==> config.mk <==
export PLATFORM = sky130hd
export DESIGN_NAME = cbus_node
export DESIGN_NICKNAME = d
export VERILOG_FILES = /design/src/rtl/cbus_pkg.sv /design/src/rtl/cbus_arb.sv /design/src/rtl/cbus_tx.sv /design/src/rtl/cbus_rx.sv /design/src/rtl/cbus_node.sv
export SDC_FILE = /design/constraint.sdc
export NUM_CORES = 1
export LEC_CHECK = 0
export BUFFER_PORTS_ARGS = -buffer_cell sky130_fd_sc_hd__buf_4
export CORE_AREA = 3 3 40 42
export DETAILED_ROUTE_END_ITERATION = 10
export DIE_AREA = 0 0 43 45
export GPL_TIMING_DRIVEN = 0
export PLACE_DENSITY_LB_ADDON = 0.1
export RECOVER_POWER = 25
export SLEW_MARGIN = 5
export SYNTH_ARGS = -nofsm -noshare
export SYNTH_HDL_FRONTEND = slang
export SYNTH_SLANG_ARGS = --single-unit
==> constraint.sdc <==
create_clock -name clk -period 1.2 [get_ports clk]
set_clock_uncertainty 0.15 [all_clocks]
set_input_delay 0.12 -clock clk [delete_from_list [all_inputs] [get_ports clk]]
set_output_delay 0.12 -clock clk [all_outputs]
set_load 0.02 [all_outputs]
==> src/rtl/cbus_pkg.sv <==
package cbus_pkg;

  // Lines this node drives besides the framing enable.
  typedef struct packed {
    logic data;
    logic clk;
    logic col;
  } cbus_lines_t;

  // Phase of the generated bus clock one system cycle later.
  function automatic int next_phase(int ph, int div);
    return (ph >= div - 1) ? 0 : ph + 1;
  endfunction

  // Level of the generated bus clock in a given phase: low first half.
  function automatic logic clk_level(int ph, int div);
    return (ph >= div / 2) ? 1'b1 : 1'b0;
  endfunction

endpackage

==> src/rtl/cbus_arb.sv <==
module cbus_arb (
  input  logic clk,
  input  logic rst_n,
  input  logic ack_in,
  input  logic loc_act,
  output logic ack_out,
  output logic own_next,
  output logic own_q
);

  // Chain: the grant passes through idle nodes and is held by an active one.
  assign own_next = ack_in & loc_act;
  assign ack_out  = ack_in & ~loc_act;

  always_ff @(posedge clk) begin
    if (!rst_n) own_q <= 1'b0;
    else        own_q <= own_next;
  end

  // losing either the grant or the activity ends ownership at the next edge
  assert_release_R3: assert property (@(posedge clk) disable iff (!rst_n)
    (!ack_in || !loc_act) |=> !own_q);

  // a node holding activity never forwards the grant
  assert_chain_block_R2: assert property (@(posedge clk) disable iff (!rst_n)
    loc_act |-> !ack_out);

endmodule

==> src/rtl/cbus_tx.sv <==
module cbus_tx
  import cbus_pkg::*;
#(
  parameter int DIV = 4
) (
  input  logic        clk,
  input  logic        rst_n,
  input  logic        own_next,
  input  logic        own_q,
  input  logic        loc_data,
  input  logic        loc_col,
  output logic        launch,
  output cbus_lines_t drv_q
);

  localparam int PH_W = (DIV > 2) ? $clog2(DIV) : 1;
  localparam int HALF = DIV / 2;
  localparam logic [PH_W-1:0] LAST = PH_W'(DIV - 1);

  logic [PH_W-1:0] ph_q;
  logic [PH_W-1:0] ph_d;

  // Phase restarts on acquisition and wraps every DIV cycles while owning.
  always_comb begin
    if (!own_next)   ph_d = '0;
    else if (!own_q) ph_d = '0;
    else             ph_d = PH_W'(next_phase(int'(ph_q), DIV));
  end

  // A bit is loaded on acquisition and at every falling bus clock edge.
  assign launch = own_next & (~own_q | (ph_q == LAST));

  always_ff @(posedge clk) begin
    if (!rst_n) begin
      ph_q  <= '0;
      drv_q <= '0;
    end else begin
      ph_q       <= ph_d;
      drv_q.clk  <= own_next & clk_level(int'(ph_d), DIV);
      drv_q.col  <= own_next & loc_col;
      if (!own_next)   drv_q.data <= 1'b0;
      else if (launch) drv_q.data <= loc_data;
    end
  end

  // an owned data change is always accompanied by a falling bus clock
  assert_data_on_fall_R5: assert property (@(posedge clk) disable iff (!rst_n)
    (own_q && $past(own_q) && !$stable(drv_q.data)) |-> $fell(drv_q.clk));

  // nothing but zeros leaves the node while it is not the owner
  assert_idle_quiet_R9: assert property (@(posedge clk) disable iff (!rst_n)
    !own_q |-> (!drv_q.clk && !drv_q.data && !drv_q.col));

  generate
    if (HALF > 1) begin : g_hold_chk
      // a high bus clock phase spans more than one system cycle
      assert_clk_high_hold_R4: assert property (@(posedge clk) disable iff (!rst_n)
        (own_q && $rose(drv_q.clk) && own_next) |=> drv_q.clk);
    end
  endgenerate

endmodule

==> src/rtl/cbus_rx.sv <==
module cbus_rx (
  input  logic clk,
  input  logic rst_n,
  input  logic own_next,
  input  logic bus_data_i,
  input  logic bus_en_i,
  input  logic bus_clk_i,
  input  logic bus_col_i,
  output logic rx_data,
  output logic rx_valid,
  output logic rx_frame,
  output logic rx_col
);

  logic prev_clk_q;
  logic rise;
  logic sample;

  assign rise   = bus_clk_i & ~prev_clk_q;
  assign sample = rise & bus_en_i & ~own_next;

  always_ff @(posedge clk) begin
    if (!rst_n) begin
      prev_clk_q <= 1'b0;
      rx_data    <= 1'b0;
      rx_valid   <= 1'b0;
      rx_frame   <= 1'b0;
      rx_col     <= 1'b0;
    end else begin
      prev_clk_q <= bus_clk_i;
      rx_valid   <= sample;
      rx_frame   <= bus_en_i & ~own_next;
      rx_col     <= bus_col_i & ~own_next;
      if (sample) rx_data <= bus_data_i;
    end
  end

  // one rising edge yields exactly one single-cycle pulse
  assert_rx_single_R7: assert property (@(posedge clk) disable iff (!rst_n)
    rx_valid |=> !rx_valid);

  // a sampled bit always lies inside a listened frame
  assert_rx_in_frame_R7: assert property (@(posedge clk) disable iff (!rst_n)
    rx_valid |-> rx_frame);

endmodule

==> src/rtl/cbus_node.sv <==
module cbus_node
  import cbus_pkg::*;
#(
  parameter int DIV = 4
) (
  input  logic clk,
  input  logic rst_n,
  input  logic loc_act,
  input  logic loc_data,
  input  logic loc_col,
  output logic bit_take,
  input  logic ack_in,
  output logic ack_out,
  input  logic bus_data_i,
  input  logic bus_en_i,
  input  logic bus_clk_i,
  input  logic bus_col_i,
  output logic bus_data_o,
  output logic bus_en_o,
  output logic bus_clk_o,
  output logic bus_col_o,
  output logic xcvr_en,
  output logic rx_data,
  output logic rx_valid,
  output logic rx_frame,
  output logic rx_col
);

  logic        own_next;
  logic        own_q;
  logic        launch;
  cbus_lines_t drv_q;

  cbus_arb u_arb (
    .clk      (clk),
    .rst_n    (rst_n),
    .ack_in   (ack_in),
    .loc_act  (loc_act),
    .ack_out  (ack_out),
    .own_next (own_next),
    .own_q    (own_q)
  );

  cbus_tx #(.DIV(DIV)) u_tx (
    .clk      (clk),
    .rst_n    (rst_n),
    .own_next (own_next),
    .own_q    (own_q),
    .loc_data (loc_data),
    .loc_col  (loc_col),
    .launch   (launch),
    .drv_q    (drv_q)
  );

  cbus_rx u_rx (
    .clk        (clk),
    .rst_n      (rst_n),
    .own_next   (own_next),
    .bus_data_i (bus_data_i),
    .bus_en_i   (bus_en_i),
    .bus_clk_i  (bus_clk_i),
    .bus_col_i  (bus_col_i),
    .rx_data    (rx_data),
    .rx_valid   (rx_valid),
    .rx_frame   (rx_frame),
    .rx_col     (rx_col)
  );

  assign bit_take   = launch;
  assign xcvr_en    = own_q;
  assign bus_en_o   = own_q;
  assign bus_clk_o  = drv_q.clk;
  assign bus_data_o = drv_q.data;
  assign bus_col_o  = drv_q.col;

  // collision reaches the bus only from the owning node
  assert_col_owned_R6: assert property (@(posedge clk) disable iff (!rst_n)
    bus_col_o |-> xcvr_en);

  // the buffer turns to drive only after a granted, active cycle
  assert_take_granted_R3: assert property (@(posedge clk) disable iff (!rst_n)
    $rose(xcvr_en) |-> $past(ack_in && loc_act));

  // no bit is taken from the bus while this node drives it
  assert_no_self_rx_R7: assert property (@(posedge clk) disable iff (!rst_n)
    rx_valid |-> !xcvr_en);

endmodule

== Word level (Yosys, flattened, before mapping) ==
Index checks and enable logic that the tools add are counted.

* $add $sub $neg: 1
* Magnitude comparators: 2
* Equal/unequal tests: 1
* Muxes and demuxes: 4
* Bitwise logic cells: 15
* Reduce and logical (&&, ||, !) cells: 1

{| class="wikitable"
|+ Operator list
! kind !! count
|-
| $and 1x1->1 || 10
|-
| $mux 2 || 3
|-
| $ge 2x2->1 const B || 2
|-
| $not 1->1 || 4
|-
| $add 2x1->2 const B || 1
|-
| $eq 2x2->1 const B || 1
|-
| $reduce_and 2->1 || 1
|-
| $mux 1 || 1
|-
| $or 1x1->1 || 1
|}

* Bits in registers: 11
* Bits of input ports: 10
* Output and inout port bits: 11
* Word-level logic and storage cells: 34

== Depth between registers and ports, before layout ==
* Depth after elaboration: 7
* Mapped depth: 4
* Depth with buffers taken out: 4

== Hierarchy ==
A second synthesis with hierarchy kept.

* Cell total of the unflattened synthesis: 34
* Area total of the unflattened synthesis: 389.1 sq um

{| class="wikitable"
|+ Modules (own cells, without submodules)
! module !! instances !! cells each !! area each (sq um) !! sequential area each (sq um)
|-
| cbus_tx || 1 || 16 || 173.9 || 100.1
|-
| cbus_rx || 1 || 13 || 163.9 || 100.1
|-
| cbus_arb || 1 || 4 || 43.8 || 20.0
|-
| cbus_node || 1 || 1 || 7.5 || 0.0
|}

== Least setup slack after synthesis ==
OpenSTA, ideal clock, no wires.

* Path kind: flip-flop to output port
* Start: reg u_tx.ph_q[0]
* End: out bit_take
* Arrival time: 925 ps
* Data required time: 930 ps
* Path slack: 5 ps
* Stages on the path, launching flop included: 4
* Buffers on the path: 0
* Cells stage by stage: dfxtp_1 > ha_1 > nand2b_1 > nor2b_1

* Longest elaborated chain between the ends: 3

{| class="wikitable"
|+ RTL lines
! item !! line !! text
|-
| from (decl) || cbus_tx.sv:20 || <nowiki>logic [PH_W-1:0] ph_q;</nowiki>
|-
| from (signal assigned) || cbus_tx.sv:38 || <nowiki>ph_q <= ph_d;</nowiki>
|-
| $eq 2x2->1 || cbus_tx.sv:31 || <nowiki>assign launch = own_next & (~own_q | (ph_q == LAST));</nowiki>
|-
| $or 1x1->1 || cbus_tx.sv:31 ||
|-
| $and 1x1->1 || cbus_tx.sv:31 ||
|-
| to (decl) || cbus_node.sv:11 || <nowiki>output logic bit_take,</nowiki>
|}

No other way between the ends.

== Final worst setup path ==
Same ends and word-level chain as after synthesis.

==> metrics <==
status=finished with violations; failing checks=negative setup slack; IO Count=21; Fin. Hold Viols=0; r2r setup slk=-0.11 ns; area delta synth->final=87.0%; TritonCTS clock tree=done; RePlAce Congestion=0.649; Skew-Pair Late Insertion Delay=0.26 ns; GR met2 Demand/Resource=21.3%; post-synthesis cell type count=16; Worst path max stage delay=0.34 ns; DR vias=363; Arrival @ worst endpoint=1.12 ns; first-pass GRT wire length=1470 um; hold crit path type=in2reg; number of nets in the layout=81; initial antenna violation count=0; cell taking the most area after synthesis=dfxtp_1; average wire per standard cell=10.7 um; largest net degree at the start of global routing=8; fraction of layout cells with a size suffix above 1=53.6%; crit path launch type=flop; clock tree sinks=11; FF+latch area=226 um2; min setup slack post-route=-0.193 ns; M3 GR Usage=5.98%; Seq/Total Area, Yosys=58.7%; Max Clk Rate=0.718 GHz; PwrDens=1060 nW/um2; post-synthesis cell count=35; worst hold slack=0.0149 ns; gr busiest metal=met2; 1st-iter DRT viols=5; Final min period=1.39 ns; Worst R2R End=u_tx.drv_q[2]; Clock Tree Root=clkbuf_4; vias in the first global route=355; count of final max-slew check failures=0; ys flop type=dfxtp_1; ranking of synthesized cells by area=dfxtp_1 59%, mux2i_1 5.3%, and2_2 4.0%; Worst Reg2Reg Path Length in Cells=6; CP bufs+invs=1; critical path's top delay family=flip-flops; synthesis-stage register bit count=11; ANT nets after route=0; top-count cell post-synth=dfxtp_1; area of the multi-input gates=170 um2; Max stage delay cell, worst path=dfxtp_2; EDFF count, synth=0; final cycle utilization of the critical path=116%; HPWL after detailed placement=571 um; crit path cell chain=ha_4, nand2b_4, nor2b_4, buf_6; placed standard-cell area=544 um2; Chip Width=43 um; number of buffers created by CTS=3; R2R Path Start=u_tx.ph_q[0]; finished layout cell area=702 um2; Hold EP=u_rx.rx_data; Via density=4.32; die height=45 um; Hold Crit Start=ack_in; final WL=900 um; DR DRC count=0; Final Setup Violations=6; syn_nets=46; LEAKAGE=0.349 nW; CTS Buffer Depth=2; Remaining Overflow, GRT=0; crit path capture type=output port; router iterations before antenna repair=4; CORE AREA=1280 um2; Crit Path Class=reg2out; synthesized cell area=375 um2; CP required=0.93 ns; CTS H-Tree Depth=1; Yosys warnings=0; mean area per synthesized cell=10.7 um2; Inserted Diodes=0; Port Buffers=20; routing usage on met1=8.98%; Starting Density=29.2%; end-of-flow core utilization=54.6%; Die ar.=1940 um2; fillers=125; Worst Path Max Fanout=2; Synth top cells by count=11 x dfxtp_1, 4 x nand2_1; clk slew on worst S/H paths=0.06 ns; cell row count=13; hold depth=3; Max Cap Viol=0; total routing usage reported by global routing=10.8%; top cell type's share of synthesized area=58.7%; Worst VDD drop=505 uV; setup tns final=-0.479 ns; RSZ-0062 raised after global routing=true; Post-synth ARST share=0%; Slew HR=83.4%; total power=0.000747 W; slew of the pin with the lowest slew margin=0.251 ns
routing by layer:
layer  vias to the layer above  part of all wire [%]
met5                         -                     0
met2                        12                    58
met3                         2                   7.1
met4                         0                  0.67
li1                        182                     -
met1                       167                    34
cells in the final DEF (no fill, tap or decap):
master | netlist | layout
and3_1 | 2 | 2
and3_2 | 2 | 2
nor2b_1 | 2 | 1
buf_4 | 1 | 19
and2_2 | 2 | 2
nor3_1 | 1 | 1
mux2i_1 | 2 | 2
clkbuf_4 | 0 | 3
clkbuf_1 | 0 | 3
nand2b_4 | 0 | 1
dlygate4sd3_1 | 0 | 6
dfxtp_4 | 0 | 1
nand3_1 | 0 | 1
nand2_1 | 4 | 4
inv_2 | 1 | 1
dfxtp_2 | 0 | 2
a21oi_2 | 0 | 1
nor2_1 | 2 | 2
nor2b_4 | 0 | 1
nand3b_1 | 1 | 1
dfxtp_1 | 11 | 8
dlymetal6s4s_1 | 0 | 1
ha_4 | 0 | 1
buf_6 | 0 | 3
state kept, by name, indices dropped and copies added (netlist names):
| register | count |
|---|---|
| u_rx.rx_data | 1 |
| u_rx.rx_valid | 1 |
| u_rx.rx_frame | 1 |
| u_tx.ph_q | 2 |
| u_arb.own_q | 1 |
| u_tx.drv_q | 3 |
| u_rx.prev_clk_q | 1 |
| u_rx.rx_col | 1 |
through the flow:
| stage | setup WS (ns) | std cells |
|---|---|---|
| detailed placement | -0.0380 | 70 |
| floorplan | 0.00470 | 35 |
| global route | -0.246 | 84 |
| CTS | -0.224 | 83 |
| finish | -0.193 | 84 |
| global placement | -0.0365 | 70 |
worst max path at each step:
stage / from / end / slack (ns) / depth (start not counted)
2_1_floorplan: u_tx.ph_q[0] / bit_take / 0.005 / 3
3_3_place_gp: u_tx.ph_q[0] / bit_take / -0.04 / 4
3_5_place_dp: u_tx.ph_q[0] / bit_take / -0.04 / 4
4_1_cts: u_tx.ph_q[0] / bit_take / -0.22 / 4
5_1_grt: u_tx.ph_q[0] / bit_take / -0.25 / 4
6_report: u_tx.ph_q[0] / bit_take / -0.19 / 4
cell families after synthesis:
group,count (synthesis),share of synthesized area [%]
muxes,2,5.33
DFF,11,58.7
AOI/OAI and AO/OA,1,1.33
and+or+nand+nor,18,28.3
adders and majority gates,1,3.33
buffers and inverters,2,3.00
area by class of cell:
| type | count | area share [%] |
|---|---|---|
| repair buffers | 30 | 35.5 |
| flip-flops and latches | 11 | 32.3 |
| multi-input cells | 22 | 24.2 |
| clock buffers | 4 | 3.74 |
| well taps | 15 | 2.67 |
| plain buffers | 1 | 1.07 |
| inverters | 1 | 0.535 |
worst reg2reg max path, delay by kind of cell, from the launching register on:
family | cells | cell delay, ns
flip-flops | 1 | 0.34
buffers and inverters | 2 | 0.24
AND/OR/NAND/NOR | 2 | 0.19
adder cells (fa/ha/maj) | 1 | 0.15
multiplexers | 1 | 0.14
power breakdown:
part	internal [W]	switching, W	leakage (nW)
Clock	0.000128	0.000114	0.0150
Sequential	0.000375	0.00000509	0.0916
Combinational	0.0000727	0.0000510	0.243
what timing repair did:
item	in CTS	in global routing
hold buffers	7	0
hold endpoints to repair	8	0
pin swaps	1	2
resized for setup	4	9
gates cloned	0	0
endpoints found under the setup margin	1	5
buffers inserted	2	2
Note: power is estimated with default switching activity, not from simulation.
